$ cat config.mk
export PLATFORM = sky130hd
export DESIGN_NAME = dbg_enable_seq
export DESIGN_NICKNAME = d
export VERILOG_FILES = /design/src/rtl/dbgen_pkg.sv /design/src/rtl/dbgen_sync.sv /design/src/rtl/dbgen_rise.sv /design/src/rtl/dbgen_fsm.sv /design/src/rtl/dbg_enable_seq.sv
export SDC_FILE = /design/constraint.sdc
export NUM_CORES = 1
export LEC_CHECK = 0
export BUFFER_PORTS_ARGS = -buffer_cell sky130_fd_sc_hd__buf_2
export CORE_UTILIZATION = 60
export CTS_BUF_LIST = sky130_fd_sc_hd__clkbuf_4 sky130_fd_sc_hd__clkbuf_8
export CTS_CLUSTER_DIAMETER = 100
export DETAILED_ROUTE_END_ITERATION = 10
export PLACE_DENSITY = 0.78
export SETUP_SLACK_MARGIN = 0.15
export SYNTH_ARGS = -nofsm -noshare
export SYNTH_HDL_FRONTEND = slang
export SYNTH_SLANG_ARGS = --single-unit
$ cat constraint.sdc
create_clock -name clk_i -period 5.8 [get_ports clk_i]
set_input_delay 1.16 -clock clk_i [delete_from_list [all_inputs] [get_ports clk_i]]
set_output_delay 1.16 -clock clk_i [all_outputs]
set_load 0.005 [all_outputs]
$ cat src/rtl/dbgen_pkg.sv
package dbgen_pkg;

    // Sequencer phases: waiting for hold, waiting for first edge,
    // counting edges, port active.
    typedef enum logic [1:0] {
        ST_IDLE  = 2'd0,
        ST_ARMED = 2'd1,
        ST_COUNT = 2'd2,
        ST_LINK  = 2'd3
    } seq_state_e;

    function automatic int unsigned max3(input int unsigned a,
                                         input int unsigned b,
                                         input int unsigned c);
        int unsigned m;
        m = (a > b) ? a : b;
        return (m > c) ? m : c;
    endfunction

endpackage

$ cat src/rtl/dbgen_sync.sv
module dbgen_sync #(
    parameter int unsigned WIDTH  = 2,
    parameter int unsigned STAGES = 2
) (
    input  logic             clk_i,
    input  logic             rst_ni,
    input  logic [WIDTH-1:0] async_i,
    output logic [WIDTH-1:0] sync_o
);

    logic [WIDTH-1:0] stg_q [STAGES];
    logic [WIDTH-1:0] stg_d [STAGES];

    generate
        for (genvar s = 0; s < STAGES; s++) begin : g_stage
            if (s == 0) begin : g_first
                always_comb stg_d[s] = async_i;
            end else begin : g_next
                always_comb stg_d[s] = stg_q[s-1];
            end

            always_ff @(posedge clk_i or negedge rst_ni) begin
                if (!rst_ni) begin
                    stg_q[s] <= '0;
                end else begin
                    stg_q[s] <= stg_d[s];
                end
            end
        end
    endgenerate

    assign sync_o = stg_q[STAGES-1];

endmodule

$ cat src/rtl/dbgen_rise.sv
module dbgen_rise (
    input  logic clk_i,
    input  logic rst_ni,
    input  logic level_i,
    output logic rise_o
);

    logic prev_d, prev_q;

    always_comb begin
        prev_d = level_i;
    end

    always_ff @(posedge clk_i or negedge rst_ni) begin
        if (!rst_ni) begin
            prev_q <= 1'b0;
        end else begin
            prev_q <= prev_d;
        end
    end

    assign rise_o = level_i & ~prev_q;

    // A held-high pin yields a single-cycle edge pulse.
    AST_RISE_SINGLE: assert property (@(posedge clk_i) disable iff (!rst_ni)
        rise_o |=> !rise_o);

endmodule

$ cat src/rtl/dbgen_fsm.sv
module dbgen_fsm
    import dbgen_pkg::*;
#(
    parameter int unsigned HOLD_CYC       = 100,
    parameter int unsigned FIRST_EDGE_CYC = 10000,
    parameter int unsigned IDLE_CYC       = 10000,
    parameter int unsigned NEED_EDGES     = 16
) (
    input  logic clk_i,
    input  logic rst_ni,
    input  logic data_s_i,
    input  logic pin_s_i,
    input  logic pin_rise_i,
    output logic link_en_o,
    output logic rstfn_off_o,
    output logic pin_cap_o
);

    localparam int unsigned MAX_LIM = max3(HOLD_CYC, FIRST_EDGE_CYC, IDLE_CYC);
    localparam int unsigned TW      = $clog2(MAX_LIM + 1);
    localparam int unsigned EW      = $clog2(NEED_EDGES + 1);
    localparam logic [TW-1:0] HOLD_LAST  = TW'(HOLD_CYC - 1);
    localparam logic [TW-1:0] FIRST_LAST = TW'(FIRST_EDGE_CYC - 1);
    localparam logic [TW-1:0] IDLE_LAST  = TW'(IDLE_CYC - 1);
    localparam logic [EW-1:0] EDGE_LAST  = EW'(NEED_EDGES - 1);

    typedef struct packed {
        seq_state_e      state;
        logic [TW-1:0]   tmr;
        logic [EW-1:0]   edges;
        logic            link;
        logic            rstoff;
        logic            cap;
    } seq_reg_t;

    localparam seq_reg_t SEQ_RESET = '{
        state:  ST_IDLE,
        tmr:    '0,
        edges:  '0,
        link:   1'b0,
        rstoff: 1'b0,
        cap:    1'b0
    };

    seq_reg_t seq_d, seq_q;

    always_comb begin
        seq_d = seq_q;
        unique case (seq_q.state)
            ST_IDLE: begin
                seq_d.link   = 1'b0;
                seq_d.rstoff = 1'b0;
                seq_d.cap    = 1'b0;
                seq_d.edges  = '0;
                if (data_s_i) begin
                    if (seq_q.tmr == HOLD_LAST) begin
                        seq_d.state  = ST_ARMED;
                        seq_d.tmr    = '0;
                        seq_d.rstoff = 1'b1;
                    end else begin
                        seq_d.tmr = seq_q.tmr + 1'b1;
                    end
                end else begin
                    seq_d.tmr = '0;
                end
            end

            ST_ARMED: begin
                if (pin_rise_i && data_s_i) begin
                    seq_d.tmr   = '0;
                    seq_d.edges = EW'(1);
                    if (NEED_EDGES == 1) begin
                        seq_d.state = ST_LINK;
                        seq_d.link  = 1'b1;
                        seq_d.cap   = pin_s_i;
                        seq_d.edges = '0;
                    end else begin
                        seq_d.state = ST_COUNT;
                    end
                end else if (seq_q.tmr == FIRST_LAST) begin
                    seq_d.state  = ST_IDLE;
                    seq_d.tmr    = '0;
                    seq_d.rstoff = 1'b0;
                end else begin
                    seq_d.tmr = seq_q.tmr + 1'b1;
                end
            end

            ST_COUNT: begin
                if (pin_rise_i) begin
                    seq_d.tmr = '0;
                    if (!data_s_i) begin
                        seq_d.edges = '0;
                    end else if (seq_q.edges == EDGE_LAST) begin
                        seq_d.state = ST_LINK;
                        seq_d.link  = 1'b1;
                        seq_d.cap   = pin_s_i;
                        seq_d.edges = '0;
                    end else begin
                        seq_d.edges = seq_q.edges + 1'b1;
                    end
                end else if (seq_q.tmr == IDLE_LAST) begin
                    seq_d.state  = ST_IDLE;
                    seq_d.tmr    = '0;
                    seq_d.edges  = '0;
                    seq_d.rstoff = 1'b0;
                end else begin
                    seq_d.tmr = seq_q.tmr + 1'b1;
                    if (!data_s_i) begin
                        seq_d.edges = '0;
                    end
                end
            end

            ST_LINK: begin
                if (pin_rise_i) begin
                    seq_d.tmr = '0;
                end else if (seq_q.tmr == IDLE_LAST) begin
                    seq_d.state  = ST_IDLE;
                    seq_d.tmr    = '0;
                    seq_d.link   = 1'b0;
                    seq_d.rstoff = 1'b0;
                    seq_d.cap    = 1'b0;
                end else begin
                    seq_d.tmr = seq_q.tmr + 1'b1;
                end
            end

            default: seq_d = SEQ_RESET;
        endcase
    end

    always_ff @(posedge clk_i or negedge rst_ni) begin
        if (!rst_ni) begin
            seq_q <= SEQ_RESET;
        end else begin
            seq_q <= seq_d;
        end
    end

    assign link_en_o   = seq_q.link;
    assign rstfn_off_o = seq_q.rstoff;
    assign pin_cap_o   = seq_q.cap;

    AST_ARM_AFTER_HOLD: assert property (@(posedge clk_i) disable iff (!rst_ni)
        $rose(seq_q.rstoff) |-> $past(data_s_i));

    AST_LINK_ON_EDGE: assert property (@(posedge clk_i) disable iff (!rst_ni)
        $rose(seq_q.link) |-> $past(pin_rise_i && data_s_i));

    AST_LINK_NEEDS_OVERRIDE: assert property (@(posedge clk_i) disable iff (!rst_ni)
        seq_q.link |-> seq_q.rstoff);

    AST_DEADLINE_RELEASE: assert property (@(posedge clk_i) disable iff (!rst_ni)
        ($fell(seq_q.rstoff) && $past(seq_q.state == ST_ARMED))
            |-> $past(seq_q.tmr == FIRST_LAST));

    AST_DROP_TOGETHER: assert property (@(posedge clk_i) disable iff (!rst_ni)
        $fell(seq_q.link) |-> !seq_q.rstoff);

    AST_CAP_HELD: assert property (@(posedge clk_i) disable iff (!rst_ni)
        (seq_q.link && $past(seq_q.link)) |-> $stable(seq_q.cap));

    AST_CAP_CLEARED: assert property (@(posedge clk_i) disable iff (!rst_ni)
        !seq_q.link |-> !seq_q.cap);

    AST_EDGE_BOUND: assert property (@(posedge clk_i) disable iff (!rst_ni)
        seq_q.edges <= EDGE_LAST);

    AST_DROP_CLEARS_COUNT: assert property (@(posedge clk_i) disable iff (!rst_ni)
        ($past(seq_q.state == ST_COUNT) && !$past(data_s_i)) |-> (seq_q.edges == '0));

endmodule

$ cat src/rtl/dbg_enable_seq.sv
module dbg_enable_seq #(
    parameter int unsigned HOLD_CYC       = 100,
    parameter int unsigned FIRST_EDGE_CYC = 10000,
    parameter int unsigned IDLE_CYC       = 10000,
    parameter int unsigned NEED_EDGES     = 16,
    parameter int unsigned SYNC_STAGES    = 2
) (
    input  logic clk_i,
    input  logic rst_ni,
    input  logic dbg_data_i,
    input  logic dbg_clk_i,
    output logic link_en_o,
    output logic rstfn_off_o,
    output logic pin_cap_o
);

    logic [1:0] pins_s;
    logic       pin_rise;

    dbgen_sync #(
        .WIDTH  (2),
        .STAGES (SYNC_STAGES)
    ) u_sync (
        .clk_i   (clk_i),
        .rst_ni  (rst_ni),
        .async_i ({dbg_clk_i, dbg_data_i}),
        .sync_o  (pins_s)
    );

    dbgen_rise u_rise (
        .clk_i   (clk_i),
        .rst_ni  (rst_ni),
        .level_i (pins_s[1]),
        .rise_o  (pin_rise)
    );

    dbgen_fsm #(
        .HOLD_CYC       (HOLD_CYC),
        .FIRST_EDGE_CYC (FIRST_EDGE_CYC),
        .IDLE_CYC       (IDLE_CYC),
        .NEED_EDGES     (NEED_EDGES)
    ) u_fsm (
        .clk_i       (clk_i),
        .rst_ni      (rst_ni),
        .data_s_i    (pins_s[0]),
        .pin_s_i     (pins_s[1]),
        .pin_rise_i  (pin_rise),
        .link_en_o   (link_en_o),
        .rstfn_off_o (rstfn_off_o),
        .pin_cap_o   (pin_cap_o)
    );

endmodule

After elaboration in Yosys (flattened, before gate mapping):

Cells that the tools add are included.

* output and inout port bits: 3
* word-level logic and storage cells: 75
* bits of input ports: 4
* bits in registers: 29

* bitwise gates (word level): 2
* reductions and logical operators: 8
* muxes and demuxes: 35
* add/subtract/negate cells: 2
* equality and inequality tests: 19

Operator list (number)
* one-hot mux 16 bit (4 select lines): 1
* two-way mux 14 bit: 4
* two-way mux 21 bit: 1
* two-way mux 5 bit: 4
* two-way mux 19 bit: 1
* two-way mux 16 bit: 1
* one-hot mux 5 bit (3 select lines): 1
* adder 14 x 1 -> 14 bit (second input constant): 1
* == test 14 bit (second input constant): 1
* == test 14 x 7 -> 1 bit (second input constant): 1
* two-way mux 2 bit: 6
* two-way mux 1 bit: 11
* != test 2 x 1 -> 1 bit (second input constant): 5
* != test 2 bit (second input constant): 5
* two-way mux 3 bit: 2
* != test 3 bit (second input constant): 2
* one-hot mux 1 bit (3 select lines): 2
* AND reduction 6 bit: 1
* nonzero test 3 bit: 2
* adder 5 x 1 -> 5 bit (second input constant): 1
* == test 5 x 4 -> 1 bit (second input constant): 1
* AND reduction 5 bit: 1
* == test 2 bit (second input constant): 2
* != test 4 x 2 -> 1 bit (second input constant): 1
* other kinds (8): 8

Logic depth before layout (Yosys ltp):

* depth after elaboration: 5
* gate-level depth with buffers: 8
* gate-level depth less buffers: 7

By module:

Synthesis repeated with hierarchy kept, for this count alone.

* cells, all modules: 153
* area, all modules: 1597.8 µm²

Modules (own cells, without submodules)
* dbgen_fsm: cells an instance 147, area each 1458.9 µm², sequential area each 600.6 µm², instances 1
* dbgen_sync: cells an instance 4, area each 100.1 µm², sequential area each 100.1 µm², instances 1
* dbgen_rise: cells an instance 2, area each 38.8 µm², sequential area each 25.0 µm², instances 1

Worst setup path after synthesis:

No wires, ideal clock.

* kind: register -> register
* start point: reg u_fsm.seq_q[15] (netlist name)
* end point: reg u_fsm.seq_q (netlist bit u_fsm.rstfn_off_o)
* stages on the path, launching flop included: 6
* setup time: 0.125 ns
* path slack: 3.786 ns
* clock period less this slack: 2.014 ns
* data required time: 5.675 ns
* buffers on the path: 0
* arrival time: 1.889 ns
* cell sequence: dfrtp_1 -> or3_4 -> or4_4 -> o21ai_2 -> nand3_2 -> mux2_4

* longest elaborated chain between the ends: 4
* elaborated cells on any way between the ends: 10
* classes of those cells: 3 x eq/ne; 6 x mux; 1 x reduce/logical

Ends and longest elaborated chain
* start, declared: RTL line dbgen_fsm.sv:45 `seq_reg_t seq_d, seq_q;`
* start signal, assigned: RTL line dbgen_fsm.sv:137 `seq_q <= seq_d;`
* == test 14 bit / == test 14 x 7 -> 1 bit (equally long branches)
* two-way mux 1 bit, on equally long branches (2 in series)
* one-hot mux 1 bit (4 select lines): RTL line dbgen_fsm.sv:49 `unique case (seq_q.state)`

Several ways; a longest one is shown, not always the timed one. The select of a mux whose other input is x is not followed.
A chain may end at the register's enable or synchronous reset.

==> flow_metrics.env <==
export IMPL_fillCellCount=153
export IMPL_seq_area_frac_synth=0.476
export IMPL_dpl_worst_slack_ns=3.69
export IMPL_syn_nets=166
export IMPL_cts_made_buffers=5
export IMPL_synth_top_flop_cell="dfrtp_1"
export IMPL_worstMarginPinSlew_ns=0.615
export IMPL_critPathArrivalTime_ns=2.35
export IMPL_rrSetupSlack_ns=3.67
export IMPL_port_buffers=6
export IMPL_clkTransAtPathRegs_ns=0.10
export IMPL_vias=1169
export IMPL_syn_inst=155
export IMPL_wl_um=2930
export IMPL_grt_pass1_vias=1196
export IMPL_hold_ws_ns=0.357
export IMPL_final_net_count=176
export IMPL_hp_class="reg2reg"
export IMPL_critPathLaunchType="flop"
export IMPL_cts_repair_resized=0
export IMPL_core_mm2=0.00230
export IMPL_syn_to_final_growth_pct=10.0
export IMPL_hp_start="u_sync.stg_d[0]"
export IMPL_finalPower_mw=0.430
export IMPL_cts_root_buf="clkbuf_4"
export IMPL_grt_usage=0.267
export IMPL_drtIter0Drc=33
export IMPL_status="completed"
export IMPL_fmax_mhz=469
export IMPL_cp_max_fo=14
export IMPL_cts_sinks=29
export IMPL_yosysTopAreaCell="dfrtp_1"
export IMPL_synth_cell_types=42
export IMPL_dieHeight_um=52.4
export IMPL_max_cap_violations=0
export IMPL_min_period_over_period=0.368
export IMPL_ys_top_cells_by_area="dfrtp_1 (48%), ha_1 (5.7%), nor2_1 (4.9%), nand2_1 (4.4%), xor2_1 (4.0%)"
export IMPL_cp_startpoint="u_fsm.seq_q[15]"
export IMPL_gp_congestion=0.888
export IMPL_rsz0062_at_grt="false"
export IMPL_antenna_cells=0
export IMPL_die_area_mm2=0.00275
export IMPL_setup_violations_final=0
export IMPL_design_area_mm2=0.00168
export IMPL_place_area_mm2=0.00158
export IMPL_slew_violations=0
export IMPL_final_setup_tns_ns=0
export IMPL_crit_type="reg2reg"
export IMPL_postCtsSetupRepairBufs=0
export IMPL_grt_overflow_total=0
export IMPL_holdBufCountCts=0
export IMPL_synth_edff_count=0
export IMPL_antenna_found_initial=0
export IMPL_avgSynthCellArea_um2=9.84
export IMPL_p_leak_nw=0.777
export IMPL_cp_required_ns=6.02
export IMPL_die_w_um=52.4
export IMPL_cts_tree="built"
export IMPL_ys_seq_elements=29
export IMPL_critPathCaptureType="flop"
export IMPL_wl_per_cell_um=15.1
export IMPL_utilization=0.730
export IMPL_place_inst=186
export IMPL_clockBufferDepth=2
export IMPL_dr_pass1_iters=4
export IMPL_grt_pass1_wl_um=5220
export IMPL_ir_drop_uv=194
export IMPL_io_pin_count=7
export IMPL_period_minus_slack_ns=2.13
export IMPL_grt_max_degree=30
export IMPL_relSlewSlack=0.590
export IMPL_ys_warn_count=0
export IMPL_htreeDepth=2
export IMPL_clk_latency_ns=0.33
export IMPL_initial_core_util=0.664
export IMPL_clock_skew_ns=0.00886
export IMPL_fin_ws_ns=3.67
export IMPL_drive_gt1_frac=0.133
export IMPL_cellPowerDensity_mw_per_mm2=256
export IMPL_r2r_start="u_fsm.seq_q[15]"
export IMPL_viasPerCell=6.03
export IMPL_rows=17
export IMPL_netlist_area_mm2=0.00153
export IMPL_drc=0
export IMPL_async_flop_share=1.00
export IMPL_hold_viol=0
export IMPL_synth_top_area_frac=0.476
export IMPL_ant_nets=0
export IMPL_fin_cells=194
export IMPL_place_detailed_hpwl_um=2030
==> per-layer routing <==
layer,part of all wire,vias to the layer above,global-route usage
met1,0.46,565,0.342
met2,0.48,31,0.418
met3,0.044,6,0.0928
met5,0,-,0
li1,-,567,-
met4,0.014,0,0.0965
==> final cells by class <==
| class | count | area (µm²) | share of cell area |
|---|---|---|---|
| Clock buffer | 5 | 37.5 | 0.0224 |
| Clock inverter | 3 | 65.1 | 0.0388 |
| Inverter | 5 | 18.8 | 0.0112 |
| Multi-Input combinational cell | 118 | 766 | 0.456 |
| Sequential cell | 29 | 726 | 0.433 |
| Tap cell | 28 | 35.0 | 0.0209 |
| Timing Repair Buffer | 6 | 30.0 | 0.0179 |
==> logic make-up after synthesis <==
family | share of synthesized area
adder cells (fa/ha/maj) | 0.0574
AO/OA/AOI/OAI | 0.103
AND/OR/NAND/NOR | 0.263
multiplexers | 0.00984
buffers and inverters | 0.0222
flip-flops | 0.476
XOR/XNOR | 0.0689
==> Yosys cell counts, types with 3 or more instances <==
library cell  count
ha_1              7
nor2_1           20
o21a_1            3
nand3_1           5
inv_1             5
nor2b_1           4
nand4_1           4
nor4_1            3
o21ai_0           4
xnor2_1           5
xor2_1            7
nor3_1            4
nand2_1          18
dfrtp_1          29
==> final timing paths <==
| check | to | cells after the start |
|---|---|---|
| min in group asynchronous | u_fsm.seq_q[22] | 1 |
| hold reg to reg | u_sync.sync_o[0] | 0 |
| setup reg to reg | u_fsm.seq_q[9] | 5 |
| setup / recovery | u_fsm.seq_q[9] | 5 |
| hold / removal | u_sync.sync_o[0] | 0 |
| max in group asynchronous | u_fsm.link_en_o | 1 |
==> cell usage in the layout, fill, tap and decap left out, types with 2 or more instances in the layout <==
master	instances
clkbuf_4	5
o21ai_0	4
nand2b_1	2
nor2b_1	4
inv_1	5
nand2_1	18
dfrtp_1	29
xnor2_1	5
nand3b_1	2
nor3_1	4
o21a_1	3
a21oi_1	2
buf_2	6
and3_1	2
or3_1	2
nand4_1	4
xor2_1	7
nor4_1	3
nor2_1	20
a21o_1	2
ha_1	7
bufinv_16	2
nand3_1	5
o21ai_1	2
or2_2	2
==> power by group <==
group | switching [mW] | internal, mW | total [mW]
Combinational | 0.00842 | 0.00364 | 0.0121
Sequential | 0.00321 | 0.205 | 0.209
Clock | 0.0756 | 0.133 | 0.209
==> sequential cells by signal, indices dropped and copies added (netlist names) <==
name,cells
u_fsm.seq_q,21
u_sync.stg_d,2
u_sync.sync_o,2
u_fsm.link_en_o,1
u_fsm.pin_cap_o,1
u_fsm.rstfn_off_o,1
u_rise.prev_q,1
==> worst max-delay path, cell delays in order (launching register included) <==
cell     delay, ns
dfrtp_1       0.44
or3_4         0.42
or4_4         0.58
o21ai_0       0.13
o32a_2        0.35
nor2b_1       0.10
(Power assumes the default switching activity.)
